===== src/rtl/brs_pkg.sv =====
package brs_pkg;
  localparam int DW       = 16;
  localparam int LAT_LSB  = 11;
  localparam int POL_BIT  = 10;
  localparam int HOLD_BIT = 9;
  localparam int LEAD_BIT = 8;
  localparam logic [2:0] LAT_MIN = 3'd2;
  localparam logic [2:0] LAT_MAX = 3'd5;
  localparam logic [15:0] CFG_RST = 16'h2800;

  typedef struct packed {
    logic [2:0] lat_code;
    logic       pol_high;
    logic       hold2;
    logic       lead;
  } cfg_t;

  function automatic cfg_t cfg_decode(input logic [15:0] r);
    cfg_t c;
    c.lat_code = r[LAT_LSB +: 3];
    c.pol_high = r[POL_BIT];
    c.hold2    = r[HOLD_BIT];
    c.lead     = r[LEAD_BIT];
    return c;
  endfunction

  function automatic logic lat_legal(input logic [2:0] code);
    return (code >= LAT_MIN) && (code <= LAT_MAX);
  endfunction

  function automatic logic [2:0] eff_latency(input logic [2:0] code);
    return lat_legal(code) ? code : LAT_MAX;
  endfunction

  function automatic logic [DW-1:0] mem_word(input logic [15:0] a);
    logic [15:0] prod;
    prod = a * 16'h2F1B;
    return prod ^ 16'hA5C3;
  endfunction
endpackage


===== src/rtl/brs_cfg_reg.sv =====
module brs_cfg_reg
  import brs_pkg::*;
(
  input  logic        clk,
  input  logic        rst_n,
  input  logic        we,
  input  logic [15:0] wdata,
  output cfg_t        cfg,
  output logic [2:0]  eff_lat,
  output logic        lat_err
);
  logic [15:0] cfg_q;

  always_ff @(posedge clk) begin
    if (!rst_n)  cfg_q <= CFG_RST;
    else if (we) cfg_q <= wdata;
  end

  always_comb begin
    cfg     = cfg_decode(cfg_q);
    eff_lat = eff_latency(cfg.lat_code);
    lat_err = !lat_legal(cfg.lat_code);
  end
endmodule


===== src/rtl/brs_sequencer.sv =====
module brs_sequencer #(
  parameter int ADDR_W = 8
) (
  input  logic              clk,
  input  logic              rst_n,
  input  logic              ce_n,
  input  logic              adv_n,
  input  logic [ADDR_W-1:0] addr_in,
  input  logic [2:0]        eff_lat,
  input  logic              hold2,
  output logic              busy,
  output logic [2:0]        elapsed,
  output logic              half,
  output logic [ADDR_W-1:0] addr_q,
  output logic              lat_latch,
  output logic              word_step,
  output logic              data_valid,
  output logic              wait_state
);
  always_comb begin
    lat_latch  = !ce_n && !adv_n;
    data_valid = busy && (elapsed >= eff_lat);
    wait_state = busy && !data_valid;
    word_step  = data_valid && !lat_latch && !ce_n && (!hold2 || half);
  end

  always_ff @(posedge clk) begin
    if (!rst_n) begin
      busy    <= 1'b0;
      elapsed <= '0;
      half    <= 1'b0;
      addr_q  <= '0;
    end else if (ce_n) begin
      busy    <= 1'b0;
      elapsed <= '0;
      half    <= 1'b0;
    end else if (lat_latch) begin
      busy    <= 1'b1;
      elapsed <= '0;
      half    <= 1'b0;
      addr_q  <= addr_in;
    end else if (busy) begin
      if (!data_valid) begin
        elapsed <= elapsed + 3'd1;
      end else begin
        half <= hold2 ? !half : 1'b0;
        if (word_step) addr_q <= addr_q + 1'b1;
      end
    end
  end
endmodule


===== src/rtl/brs_drive.sv =====
module brs_drive
  import brs_pkg::*;
#(
  parameter int ADDR_W = 8
) (
  input  logic              busy,
  input  logic [2:0]        elapsed,
  input  logic [2:0]        eff_lat,
  input  logic              data_valid,
  input  logic              wait_state,
  input  logic              lead,
  input  logic              pol_high,
  input  logic [ADDR_W-1:0] addr_q,
  output logic [DW-1:0]     dq_out,
  output logic              dq_oe,
  output logic              wait_out,
  output logic              wait_act
);
  logic lead_act;

  always_comb begin
    lead_act = busy && (({1'b0, elapsed} + 4'd1) < {1'b0, eff_lat});
    wait_act = lead ? lead_act : wait_state;
    wait_out = wait_act ? pol_high : !pol_high;
    dq_oe    = busy;
    dq_out   = data_valid ? mem_word({{(16-ADDR_W){1'b0}}, addr_q}) : '0;
  end
endmodule


===== src/rtl/burst_rd_seq.sv =====
module burst_rd_seq
  import brs_pkg::*;
#(
  parameter int ADDR_W = 8
) (
  input  logic              clk,
  input  logic              rst_n,
  input  logic              cfg_we,
  input  logic [15:0]       cfg_wdata,
  input  logic              ce_n,
  input  logic              adv_n,
  input  logic [ADDR_W-1:0] addr_in,
  output logic [15:0]       dq_out,
  output logic              dq_oe,
  output logic              wait_out,
  output logic              lat_err
);
  cfg_t              cfg;
  logic [2:0]        eff_lat;
  logic              busy;
  logic [2:0]        elapsed;
  logic              half;
  logic [ADDR_W-1:0] addr_q;
  logic              lat_latch;
  logic              word_step;
  logic              data_valid;
  logic              wait_state;
  logic              wait_act;

  brs_cfg_reg u_cfg (
    .clk(clk), .rst_n(rst_n), .we(cfg_we), .wdata(cfg_wdata),
    .cfg(cfg), .eff_lat(eff_lat), .lat_err(lat_err)
  );

  brs_sequencer #(.ADDR_W(ADDR_W)) u_seq (
    .clk(clk), .rst_n(rst_n), .ce_n(ce_n), .adv_n(adv_n), .addr_in(addr_in),
    .eff_lat(eff_lat), .hold2(cfg.hold2),
    .busy(busy), .elapsed(elapsed), .half(half), .addr_q(addr_q),
    .lat_latch(lat_latch), .word_step(word_step),
    .data_valid(data_valid), .wait_state(wait_state)
  );

  brs_drive #(.ADDR_W(ADDR_W)) u_drv (
    .busy(busy), .elapsed(elapsed), .eff_lat(eff_lat),
    .data_valid(data_valid), .wait_state(wait_state),
    .lead(cfg.lead), .pol_high(cfg.pol_high), .addr_q(addr_q),
    .dq_out(dq_out), .dq_oe(dq_oe), .wait_out(wait_out), .wait_act(wait_act)
  );
endmodule


===== config.mk =====
export PLATFORM = sky130hd
export DESIGN_NAME = burst_rd_seq
export DESIGN_NICKNAME = d
export VERILOG_FILES = /design/src/rtl/brs_pkg.sv /design/src/rtl/brs_cfg_reg.sv /design/src/rtl/brs_sequencer.sv /design/src/rtl/brs_drive.sv /design/src/rtl/burst_rd_seq.sv
export SDC_FILE = /design/constraint.sdc
export NUM_CORES = 1
export LEC_CHECK = 0
export BUFFER_PORTS_ARGS = -buffer_cell sky130_fd_sc_hd__buf_2
export CELL_PAD_IN_SITES_DETAIL_PLACEMENT = 1
export CELL_PAD_IN_SITES_GLOBAL_PLACEMENT = 1
export CORE_MARGIN = 2
export CORE_UTILIZATION = 45
export DETAILED_ROUTE_END_ITERATION = 8
export PLACE_DENSITY_LB_ADDON = 0.1
export SKIP_LAST_GASP = 1
export SYNTH_ARGS = -nofsm -noshare
export SYNTH_HDL_FRONTEND = slang
export SYNTH_SLANG_ARGS = --single-unit

===== constraint.sdc =====
create_clock -name clk -period 9.2 [get_ports clk]
set_input_delay 0.46 -clock clk [delete_from_list [all_inputs] [get_ports clk]]
set_output_delay 0.46 -clock clk [all_outputs]
set_load 0.01 [all_outputs]

### Word level (Yosys, flattened, before mapping)

Index checks and enable logic that the tools add are counted.

| storage, ports and cells | value |
|---|---|
| flip-flop bits (word level) | 27 |
| bits of input ports | 29 |
| output and inout port bits | 19 |
| logic and storage cells | 51 |

| cells by class | value |
|---|---|
| $add $sub $neg | 3 |
| multipliers | 1 |
| $lt $le $gt $ge | 4 |
| muxes and demuxes | 9 |
| bitwise logic cells | 4 |
| reduce and logical (&&, ||, !) cells | 25 |

Operators by type and width:

| kind | number |
|---|---|
| $mux W8 | 4 |
| $mul A8 B14 Y16 const B | 1 |
| $mux W16 | 1 |
| $add A8 B1 Y8 const B | 1 |
| $logic_and A1 B1 Y1 | 8 |
| $logic_not A1 Y1 | 8 |
| $not A8 Y8 | 1 |
| $reduce_bool A2 Y1 | 3 |
| $add A3 B1 Y4 const B | 1 |
| $lt A4 B3 Y1 | 1 |
| $reduce_and A2 Y1 | 2 |
| $reduce_and A4 Y1 | 1 |
| $add A3 B1 Y3 const B | 1 |
| $ge A3 B2 Y1 const B | 1 |
| $ge A3 B3 Y1 | 1 |
| $le A3 B3 Y1 const B | 1 |
| $mux W1 | 3 |
| $mux W3 | 1 |
| $not A1 Y1 | 3 |
| $reduce_or A3 Y1 | 1 |
| $reduce_or A2 Y1 | 1 |
| $logic_or A1 B1 Y1 | 1 |

### Logic depth before layout (Yosys ltp)

Gate-level depths: netlist of run 1.

| depth | value |
|---|---|
| depth after elaboration | 12 |
| gate-level depth with buffers | 15 |
| mapped depth without buffers | 15 |

### Modules after synthesis

Synthesis of run 1 repeated with hierarchy kept, for this count alone.

| unflattened totals | value |
|---|---|
| cell total of the unflattened synthesis | 319 |
| area total of the unflattened synthesis | 2805.2 um^2 |

By module, submodules not included:

| module | instances | cells each | area each (um^2) | sequential area each (um^2) |
|---|---|---|---|---|
| brs_drive | 1 | 207 | 1776.7 | 0.0 |
| brs_sequencer | 1 | 89 | 780.7 | 260.2 |
| brs_cfg_reg | 1 | 23 | 247.7 | 120.1 |

### Least setup slack after synthesis of run 1

OpenSTA, ideal clock, no wires.

| path | value |
|---|---|
| path kind | register to output |
| start point | reg u_seq.addr_q[6] |
| end point | out dq_out[14] |
| arrival time | 3.460 ns |
| data required time | 8.740 ns |
| path slack | 5.280 ns |
| stages on the path, launching flop included | 15 |
| path buffers | 0 |
| cells stage by stage | dfxtp_1 -> inv_1 -> ha_1 -> inv_1 -> fa_1 -> fa_1 -> inv_1 -> fa_1 -> inv_1 -> ha_1 -> and2_1 -> o211ai_2 -> a31oi_1 -> nor3_1 -> nor3_1 |

| between the ends | value |
|---|---|
| word-level cells in the longest chain between the ends | 2 |

Ends and longest elaborated chain:

| what | line | RTL |
|---|---|---|
| start, declared | brs_sequencer.sv:14 | `output logic [ADDR_W-1:0] addr_q,` |
| start signal, assigned | brs_sequencer.sv:41 | `addr_q <= addr_in;` |
| start signal, assigned | brs_sequencer.sv:47 | `if (word_step) addr_q <= addr_q + 1'b1;` |
| $mul A8 B14 Y16 | brs_pkg.sv:37 | `prod = a * 16'h2F1B;` |
| $mux W16 | brs_drive.sv:26 | `dq_out = data_valid ? mem_word({{(16-ADDR_W){1'b0}}, addr_q}) : '0;` |
| end, declared | burst_rd_seq.sv:13 | `output logic [15:0] dq_out,` |

No other way between the ends.

### Worst setup path after layout of run 1

| path | value |
|---|---|
| start point | reg u_seq.addr_q[2] |
| end point | out dq_out[15] |

| between the ends | value |
|---|---|
| word-level cells in the longest chain between the ends | 3 |

Ends and longest elaborated chain:

| what | line |
|---|---|
| $mul A8 B14 Y16 | brs_pkg.sv:37 |
| $not A8 Y8 (no line) | n/a |
| $mux W16 | brs_drive.sv:26 |

No other way between the ends.

==> results of run 1 <==
==> worst min-delay path, delay by kind of cell <==
kind	cells	cell delay [ns]
AND/OR/NAND/NOR	1	0.06
buffers and inverters	1	0.07
multiplexers	1	0.05
==> metrics by stage <==
step	instance area, sq um	power (mW)	std cells	hold WS, ns
floorplan	2660	0.241	300	0.433
detailed placement	2890	0.285	402	0.466
global placement	2890	0.277	402	0.457
finish	2930	0.338	406	0.414
CTS	2930	0.344	406	0.413
global route	2930	0.375	406	0.432
==> final cells by class <==
cell class / count / area [sq um]
clock buffer: 4 / 45.0
fill: 722 / 2670
inverter: 47 / 176
multi-input combinational: 227 / 2060
sequential: 19 / 380
tap: 72 / 90.1
timing repair buffer: 37 / 185
==> kinds of logic (layout without fill, tap and decap cells) <==
family          Yosys count  count (layout)
mux                       6               6
flops                    19              19
fa+ha+maj                71              71
xor+xnor                 29              29
buf+inv                  54              88
compound gates           50              50
simple gates             71              71
==> state kept, by name (all words and copies together) (netlist names) <==
signal	flops
u_seq.half	1
u_seq.elapsed	3
u_seq.addr_q	8
u_cfg.cfg_q	6
u_seq.busy	1
==> metal layers <==
metal / up-vias / global-route usage [%] / part of all wire, %
met5: - / 0 / 0
li1: 1067 / - / -
met3: 4 / 1.56 / 2.1
met2: 31 / 36.9 / 51
met4: 0 / 6.10 / 1.1
met1: 1030 / 24.7 / 46
==> power by group through the flow <==
stage / logic (mW) / clock network (mW) / registers (mW)
3_3_place_gp: 0.182 / 0 / 0.0957
6_report: 0.186 / 0.0579 / 0.0938
2_1_floorplan: 0.148 / 0 / 0.0929
5_1_grt: 0.215 / 0.0646 / 0.0947
3_5_place_dp: 0.189 / 0 / 0.0958
4_1_cts: 0.190 / 0.0600 / 0.0939
==> path summary, 6_finish.rpt <==
check	startpoint	end	slack (ns)	cells past startpoint
hold / removal	cfg_wdata[11]	u_cfg.cfg_q[11]$_SDFFE_PN1P_	0.41	3
setup reg to reg	u_cfg.cfg_q[13]$_SDFFE_PN1P_	u_seq.addr_q[3]$_SDFFE_PN0P_	6.79	9
setup / recovery	u_seq.addr_q[2]$_SDFFE_PN0P_	dq_out[15]	4.61	15
hold reg to reg	u_cfg.cfg_q[11]$_SDFFE_PN1P_	u_cfg.cfg_q[11]$_SDFFE_PN1P_	0.48	2
==> cell usage in the layout (no fill, tap or decap), drive strengths merged, types with 2 or more instances in the layout <==
cell,netlist,routed
mux2i,6,6
xor2,12,12
dfxtp,19,19
xnor2,17,17
fa,22,22
nand2,11,11
clkbuf,3,4
a21o,3,3
nand2b,4,4
a21oi,16,16
a211oi,4,4
a311oi,2,2
o21ai,15,15
inv,47,47
nand4,3,3
nor2b,4,4
nor3,5,5
nand3,5,5
and3,2,2
nor2,30,30
or2,3,3
ha,49,49
o211ai,2,2
buf,4,37
==> impl_metrics.tcl, run 1 <==
set metrics [dict create \
    status "finished, final reports clean" \
    utilization_pct 52.3 \
    clock_latency_ns 0.26 \
    cap_violations 0 \
    yosysMostFrequentCell "ha_1" \
    wire_per_inst_um 14.5 \
    critPathMaxStageDelay_ns 0.56 \
    yosysTopAreaCell "ha_1" \
    clkTransAtPathRegs_ns 0.07 \
    synth_cell_types 46 \
    synth_top_family_by_area "adder cells" \
    dieHeight_um 80.8 \
    maxSlewViolCount 0 \
    port_buffers 37 \
    tns_ns 0 \
    power_switching_mw 0.137 \
    detailedRoute.firstPassIterationCount 4 \
    cts.repair.resized 0 \
    synth-xor-area-share_pct 9.56 \
    cp.required_ns 8.74 \
    grt_start_max_net_pins 16 \
    synth_compound_area_share_pct 12.6 \
    cts_hold_buf 0 \
    synthArstFlopShare_pct 0 \
    cts_buffer_depth 2 \
    synthFlopType "dfxtp_1" \
    vias_per_cell 5.25 \
    seqPwrFrac_pct 27.8 \
    synth_top_cell_area_share_pct 23.1 \
    synthMuxAreaShare_pct 2.26 \
    start_util_pct 47.4 \
    hold_violations 0 \
    fin_worst_skew_ns 0.00266 \
    gp_routability_congestion 0.818 \
    num-nets-final 435 \
    synth_area_sq_um 2660 \
    rows 27 \
    fp.dieW_um 80.8 \
    synthTopCellsByCount "ha_1 (49), inv_1 (47), nor2_1 (30)" \
    clockRootBuffer "clkbuf_8" \
    cts_tree "done" \
    drtAntennaViolNets 0 \
    powerDensity_nw_per_um2 115 \
    grtUsageTotal_pct 20.0 \
    core-area_sq_um 5610 \
    ys_seq_area_share_pct 14.3 \
    crit_chain "ha_1 -> inv_1 -> fa_1 -> inv_1 -> ha_1 -> ha_1 -> inv_1 -> fa_1 -> nand2b_1 -> a21oi_2 -> o2111ai_1 -> a32oi_1 -> xnor2_1 -> nor2_1 -> buf_2" \
    synth-adder-area-share_pct 39.7 \
    layout-drive-gt1-share_pct 15.6 \
    syn_to_final_growth_pct 10.5 \
    critPathBufInv 4 \
    clkPwrFrac_pct 17.1 \
    combPwrFrac_pct 55.1 \
    postSynthAreaPerCell_sq_um 8.85 \
    synthSimpleGateAreaFrac_pct 13.3 \
    fmax_mhz 218 \
    syn-num-nets 400 \
    grt_pass1_wl_um 10200 \
    ir_worst_vdd_mv 0.109 \
    synth_cells 300 \
    diodes 0 \
    htreeDepth 1 \
    ios 48 \
    pre_cts_slack_ns 4.88 \
    synth_edf_count 0 \
    tightest_slew_ns 0.439 \
    synth-seq-cells 19 \
    p_int_mw 0.201 \
    die-area_sq_um 6530 \
    dp_hpwl_um 5090 \
    worstSetupEndpointType "output pin" \
    drc 0 \
    first_global_vias 2234 \
    rsz0062_at_grt "no" \
    setup-violations-final 0 \
    p_leak_nw 1.53 \
    cp_top_family "adder cells" \
    start_kind "register" \
    arrival_ns 4.13 \
    via_count 2132 \
    worst_slack_ns 4.61 \
    slew_headroom_pct 70.4 \
    drt_iter0_drc 38 \
    wl_um 5890 \
    hold_class "in -> reg" \
    path_class "reg -> out" \
    period_needed_ns 4.59 \
    worst_path_max_delay_cell "dfxtp_1" \
    cts_made_buffers 3 \
    cts.sinks 19 \
    cts_setup_buffers 0 \
    overflow 0 \
    sw_frac_of_total_pct 40.7 \
    critical_path.max_fanout 6 \
    synthTopCellsByArea "ha_1 (23%), fa_1 (17%), dfxtp_1 (14%)" \
    period_share_pct 49.9 \
    synth_warnings 0 \
    antenna_found_initial 0 \
]
Power figures use the tool's default switching activity.
==> inputs of run 2 (changes only) <==
--- a/config.mk
+++ b/config.mk
@@ -9,7 +9,7 @@
 export CELL_PAD_IN_SITES_DETAIL_PLACEMENT = 1
 export CELL_PAD_IN_SITES_GLOBAL_PLACEMENT = 1
 export CORE_MARGIN = 2
-export CORE_UTILIZATION = 45
+export CORE_UTILIZATION = 43
 export DETAILED_ROUTE_END_ITERATION = 8
 export PLACE_DENSITY_LB_ADDON = 0.1
 export SKIP_LAST_GASP = 1
==> constraint.sdc (replaced) <==
create_clock -name clk -period 4.6 [get_ports clk]
set_input_delay 0.23 -clock clk [delete_from_list [all_inputs] [get_ports clk]]
set_output_delay 0.23 -clock clk [all_outputs]
set_load 0.01 [all_outputs]
==> run 2 against run 1 <==
Utilization decreased by 2.7 points. Via count about the same. Global-route usage decreased by 1.6 points. First-iteration DRC count decreased by 32%. Largest cell class unchanged. Sequential share of layout area about the same. Largest power group unchanged. Register-to-register slack got worse by 4.6 ns. Clock-buffer cell count unchanged. Non-clock buffer count increased by 2. Sequential power increased by 99%.
==> impl_metrics.tcl, run 2 (synthesized netlist as in run 1, its figures left out) <==
set metrics [dict create \
    p_leak_nw 1.55 \
    clkTransAtPathRegs_ns 0.07 \
    powerDensity_nw_per_um2 229 \
    grtUsageTotal_pct 18.4 \
    clockRootBuffer "clkbuf_8" \
    wire_per_inst_um 14.1 \
    rsz0062_at_grt "no" \
    utilization_pct 49.6 \
    setup-violations-final 0 \
    clock_latency_ns 0.26 \
    cts.repair.resized 0 \
    critical_path.max_fanout 4 \
    period_needed_ns 4.31 \
    mostFrequentLayoutCell "ha_1" \
    arrival_ns 4.08 \
    cts.sinks 19 \
    htreeDepth 1 \
    pre_cts_slack_ns 0.495 \
    dp_hpwl_um 5030 \
    detailedRoute.firstPassIterationCount 4 \
    cts_hold_buf 0 \
    p_total_mw 0.676 \
    largest_register_ffs 8 \
    cap_violations 0 \
    fin_worst_skew_ns 0.00375 \
    hold_class "in -> reg" \
    dp_cells 407 \
    die-area_sq_um 6820 \
    fin_area_sq_um 2950 \
    syn_to_final_growth_pct 11.2 \
    rows 28 \
    drc 0 \
    fp.dieW_um 82.6 \
    start_kind "register" \
    cts_buffer_depth 2 \
    worst_slack_ns 0.290 \
    period_share_pct 93.7 \
    tns_ns 0 \
    grt_pass1_wl_um 9720 \
    antenna_found_initial 0 \
    vias_per_cell 5.18 \
    status "finished, final reports clean" \
    dieHeight_um 82.6 \
    layout.cells.most_common_list "ha_1 (49), inv_1 (47), buf_2 (37)" \
    via_count 2131 \
    start_util_pct 44.6 \
    gp_routability_congestion 0.838 \
    grt_start_max_net_pins 16 \
    regMostFlops "u_seq.addr_q" \
    placed_area_sq_um 2910 \
    fin_cells 411 \
    holdWs_ns 0.194 \
    port_buffers 37 \
    path_class "reg -> out" \
    drtAntennaViolNets 0 \
    core-area_sq_um 5960 \
    diodes 0 \
    slew_headroom_pct 67.2 \
    ir_worst_vdd_mv 0.152 \
    ios 48 \
    overflow 0 \
    cts_setup_buffers 0 \
    tightest_slew_ns 0.491 \
    first_global_vias 2219 \
    cts_made_buffers 3 \
    worstSetupEndpointType "output pin" \
    drt_iter0_drc 26 \
    wl_um 5790 \
    cp.required_ns 4.37 \
    cts_tree "done" \
    hold_violations 0 \
    maxSlewViolCount 0 \
    num-nets-final 437 \
    layout-drive-gt1-share_pct 16.4 \
    reg_top3 "u_seq.addr_q: 8 flops, u_cfg.cfg_q: 6 flops, u_seq.elapsed: 3 flops" \
    fmax_mhz 232 \
]
run 2: changes by cell type in the layout (fill, tap and decap cells not counted):
cell	before	now
dfxtp_2	0	1
dfxtp_1	19	18
buf_4	0	2
run 2: final cells by class:
class	count	area, sq um
Clock buffer	4	45.0
Fill cell	744	3000
Inverter	47	176
Multi-Input combinational cell	227	2060
Sequential cell	19	382
Tap cell	75	93.8
Timing Repair Buffer	39	200
run 2: power by group:
group | switching, mW | total, mW | internal [mW]
logic | 0.204 | 0.370 | 0.166
registers | 0.0142 | 0.187 | 0.173
clock network | 0.0572 | 0.119 | 0.0617
run 2: final timing paths:
kind	startpoint	end	slack, ns	cells past startpoint
setup reg to reg	u_cfg.cfg_q[13]$_SDFFE_PN1P_	u_seq.addr_q[3]$_SDFFE_PN0P_	2.24	9
hold reg to reg	u_cfg.cfg_q[11]$_SDFFE_PN1P_	u_cfg.cfg_q[11]$_SDFFE_PN1P_	0.48	2
hold / removal	cfg_wdata[11]	u_cfg.cfg_q[11]$_SDFFE_PN1P_	0.19	3
setup / recovery	u_seq.addr_q[6]$_SDFFE_PN0P_	dq_out[15]	0.29	16
run 2: per-layer routing:
layer / share of wire [%] / global-route usage (%) / vias to the layer above
li1: - / - / 1070
met1: 46 / 23.0 / 1024
met2: 51 / 34.1 / 32
met3: 2.0 / 1.20 / 5
met4: 1.1 / 4.43 / 0
met5: 0 / 0 / -
run 2: worst max-delay path, cell delays in order, from the launching register on:
cell and delay (ns):
dfxtp_1 0.38, inv_1 0.09, ha_1 0.33, inv_1 0.14, fa_1 0.45, fa_1 0.52
inv_1 0.05, fa_1 0.49, inv_1 0.04, ha_1 0.32, o21ai_0 0.12, nand2b_1 0.12
o2111ai_1 0.17, a32oi_1 0.25, xnor2_1 0.15, nor2_1 0.05, buf_2 0.14
==> inputs of run 3 (changes only) <==
==> constraint.sdc (replaced) <==
create_clock -name clk -period 4.6 [get_ports clk]
set_input_delay 0.23 -clock clk [delete_from_list [all_inputs] [get_ports clk]]
set_output_delay 0.23 -clock clk [all_outputs]
set_load 0.05 [all_outputs]
==> run 3 against run 2 <==
Clock power is essentially flat. Sequential cell count is the same. Fmax shrank 0.93%. Design area grew 1.3%. Combinational power grew 4%. Non-clock buffer count grew 3. Total power grew 2.2%. Utilization grew 0.63 points. Highest routed layer unchanged.
==> impl_metrics.tcl, run 3 (synthesized netlist as in run 1, its figures left out) <==
set metrics [dict create \
    status "finished, final reports clean" \
    cts_buffer_depth 2 \
    powerDensity_nw_per_um2 231 \
    grt_start_max_net_pins 16 \
    p_total_mw 0.691 \
    clkPwrFrac_pct 17.5 \
    tightest_slew_ns 0.524 \
    worst_slack_ns 0.250 \
    start_kind "register" \
    p_int_mw 0.402 \
    setup-violations-final 0 \
    first_global_vias 2230 \
    dp_hpwl_um 5380 \
    dieHeight_um 82.6 \
    period_needed_ns 4.35 \
    start_util_pct 44.6 \
    pre_cts_slack_ns 0.415 \
    clock_latency_ns 0.26 \
    arrival_ns 4.12 \
    overflow 0 \
    detailedRoute.firstPassIterationCount 2 \
    core-area_sq_um 5960 \
    wl_um 6140 \
    port_buffers 37 \
    gp_routability_congestion 0.854 \
    multi_input_area_sq_um 2060 \
    cp.required_ns 4.37 \
    drc 0 \
    period_share_pct 94.6 \
    drtAntennaViolNets 0 \
    mostFrequentLayoutCell "ha_1" \
    layout-drive-gt1-share_pct 18.0 \
    min_from "cfg_wdata[13]" \
    ir_worst_vdd_mv 0.131 \
    die-area_sq_um 6820 \
    cts_hold_buf 0 \
    syn_to_final_growth_pct 12.6 \
    fin_worst_skew_ns 0.00176 \
    critical_path.max_fanout 4 \
    path_class "reg -> out" \
    clockRootBuffer "clkbuf_8" \
    p_leak_nw 1.57 \
    power_switching_mw 0.289 \
    grt_pass1_wl_um 10400 \
    hold_violations 0 \
    worstSetupEndpointType "output pin" \
    drt_iter0_drc 32 \
    num-nets-final 440 \
    tns_ns 0 \
    via_count 2168 \
    antenna_found_initial 0 \
    n_fill_cell 746 \
    grtUsageTotal_pct 19.9 \
    cts.sinks 19 \
    largest_register_ffs 8 \
    maxSlewViolCount 0 \
    fp.dieW_um 82.6 \
    cts_made_buffers 3 \
    ios 48 \
    slew_headroom_pct 65.0 \
    fmax_mhz 230 \
    regMostFlops "u_seq.addr_q" \
    layout.cells.most_common_list "ha_1 (49), inv_1 (47), buf_2 (35)" \
    combPwrFrac_pct 55.6 \
    seqPwrFrac_pct 26.8 \
    regArea_sq_um 383 \
    rsz0062_at_grt "no" \
    vias_per_cell 5.24 \
    wire_per_inst_um 14.8 \
    sw_frac_of_total_pct 41.8 \
    hold_class "in -> reg" \
    diodes 0 \
    crit_start "u_seq.addr_q[6]$_SDFFE_PN0P_" \
    clkTransAtPathRegs_ns 0.08 \
    cts_tree "done" \
    reg_top3 "u_seq.addr_q: 8 flops, u_cfg.cfg_q: 6 flops, u_seq.elapsed: 3 flops" \
    htreeDepth 1 \
    cap_violations 0 \
    rows 28 \
    r2r-start "u_cfg.cfg_q[13]$_SDFFE_PN1P_" \
]
[run 3: cell types whose count changed in the layout (fill, tap and decap cells not counted)]
cell      change
buf_2         -2
buf_4         +3
buf_6         +1
clkbuf_1      -1
clkbuf_4      +1
clkinv_2      +1
dfxtp_1       -1
dfxtp_2       +1
o21bai_1      -1
o21bai_2      +1
[run 3: routing by layer]
| metal | part of all wire, % | vias up | track usage (%) |
|---|---|---|---|
| met2 | 53 | 32 | 37.5 |
| met5 | 0 | - | 0 |
| met3 | 2.2 | 5 | 1.63 |
| li1 | - | 1081 | - |
| met1 | 44 | 1050 | 24.8 |
| met4 | 0.73 | 0 | 3.77 |
[run 3: cell type report]
class                      instances  share of cell area, %
tap                               75                   3.14
clock buffer                       3                   1.38
timing repair buffer              42                   7.74
sequential                        19                   12.8
inverter                          47                   5.90
multi-input combinational        227                   68.9
clock inverter                     1                  0.167
[run 3: repair_timing]
action | 4_1_cts | 5_1_grt
resized for setup | 0 | 7
setup buffers | 0 | 0
setup endpoints to repair | 0 | 2
[run 3: per-stage QoR]
| step | std cells | cell area, sq um | utilization, % | hold slack (ns) |
|---|---|---|---|---|
| 6_report | 414 | 2990 | 50.2 | 0.184 |
| 2_1_floorplan | 300 | 2660 | - | 0.308 |
| 4_1_cts | 414 | 2980 | 50.0 | 0.184 |
| 3_3_place_gp | 410 | 2930 | 49.2 | 0.444 |
| 5_1_grt | 414 | 2990 | 50.2 | 0.188 |
| 3_5_place_dp | 410 | 2930 | 49.2 | 0.453 |
[run 3: worst max-delay path, stage by stage (launching register included)]
cell      delay (ns)
dfxtp_1         0.40
inv_1           0.10
ha_1            0.33
inv_1           0.13
fa_1            0.46
fa_1            0.51
inv_1           0.05
fa_1            0.49
inv_1           0.04
ha_1            0.31
and2_1          0.15
o211ai_2        0.11
a31oi_1         0.28
nor3_1          0.07
nor3_1          0.17
clkbuf_4        0.26
[run 3: worst paths after layout]
| check | slack, ns | end | cells after the start |
|---|---|---|---|
| worst min-delay path | 0.18 | u_cfg.cfg_q[13]$_SDFFE_PN1P_ | 3 |
| worst max register to register | 2.18 | u_seq.addr_q[3]$_SDFFE_PN0P_ | 9 |
| worst min register to register | 0.49 | u_cfg.cfg_q[9]$_SDFFE_PN0P_ | 2 |
| worst max-delay path | 0.25 | dq_out[14] | 15 |
[run 3: power groups by stage]
stage	Sequential [mW]	Clock, mW	Combinational [mW]
2_1_floorplan	0.187	0	0.302
3_3_place_gp	0.189	0	0.378
3_5_place_dp	0.189	0	0.393
4_1_cts	0.185	0.124	0.395
5_1_grt	0.187	0.130	0.449
6_report	0.185	0.121	0.384
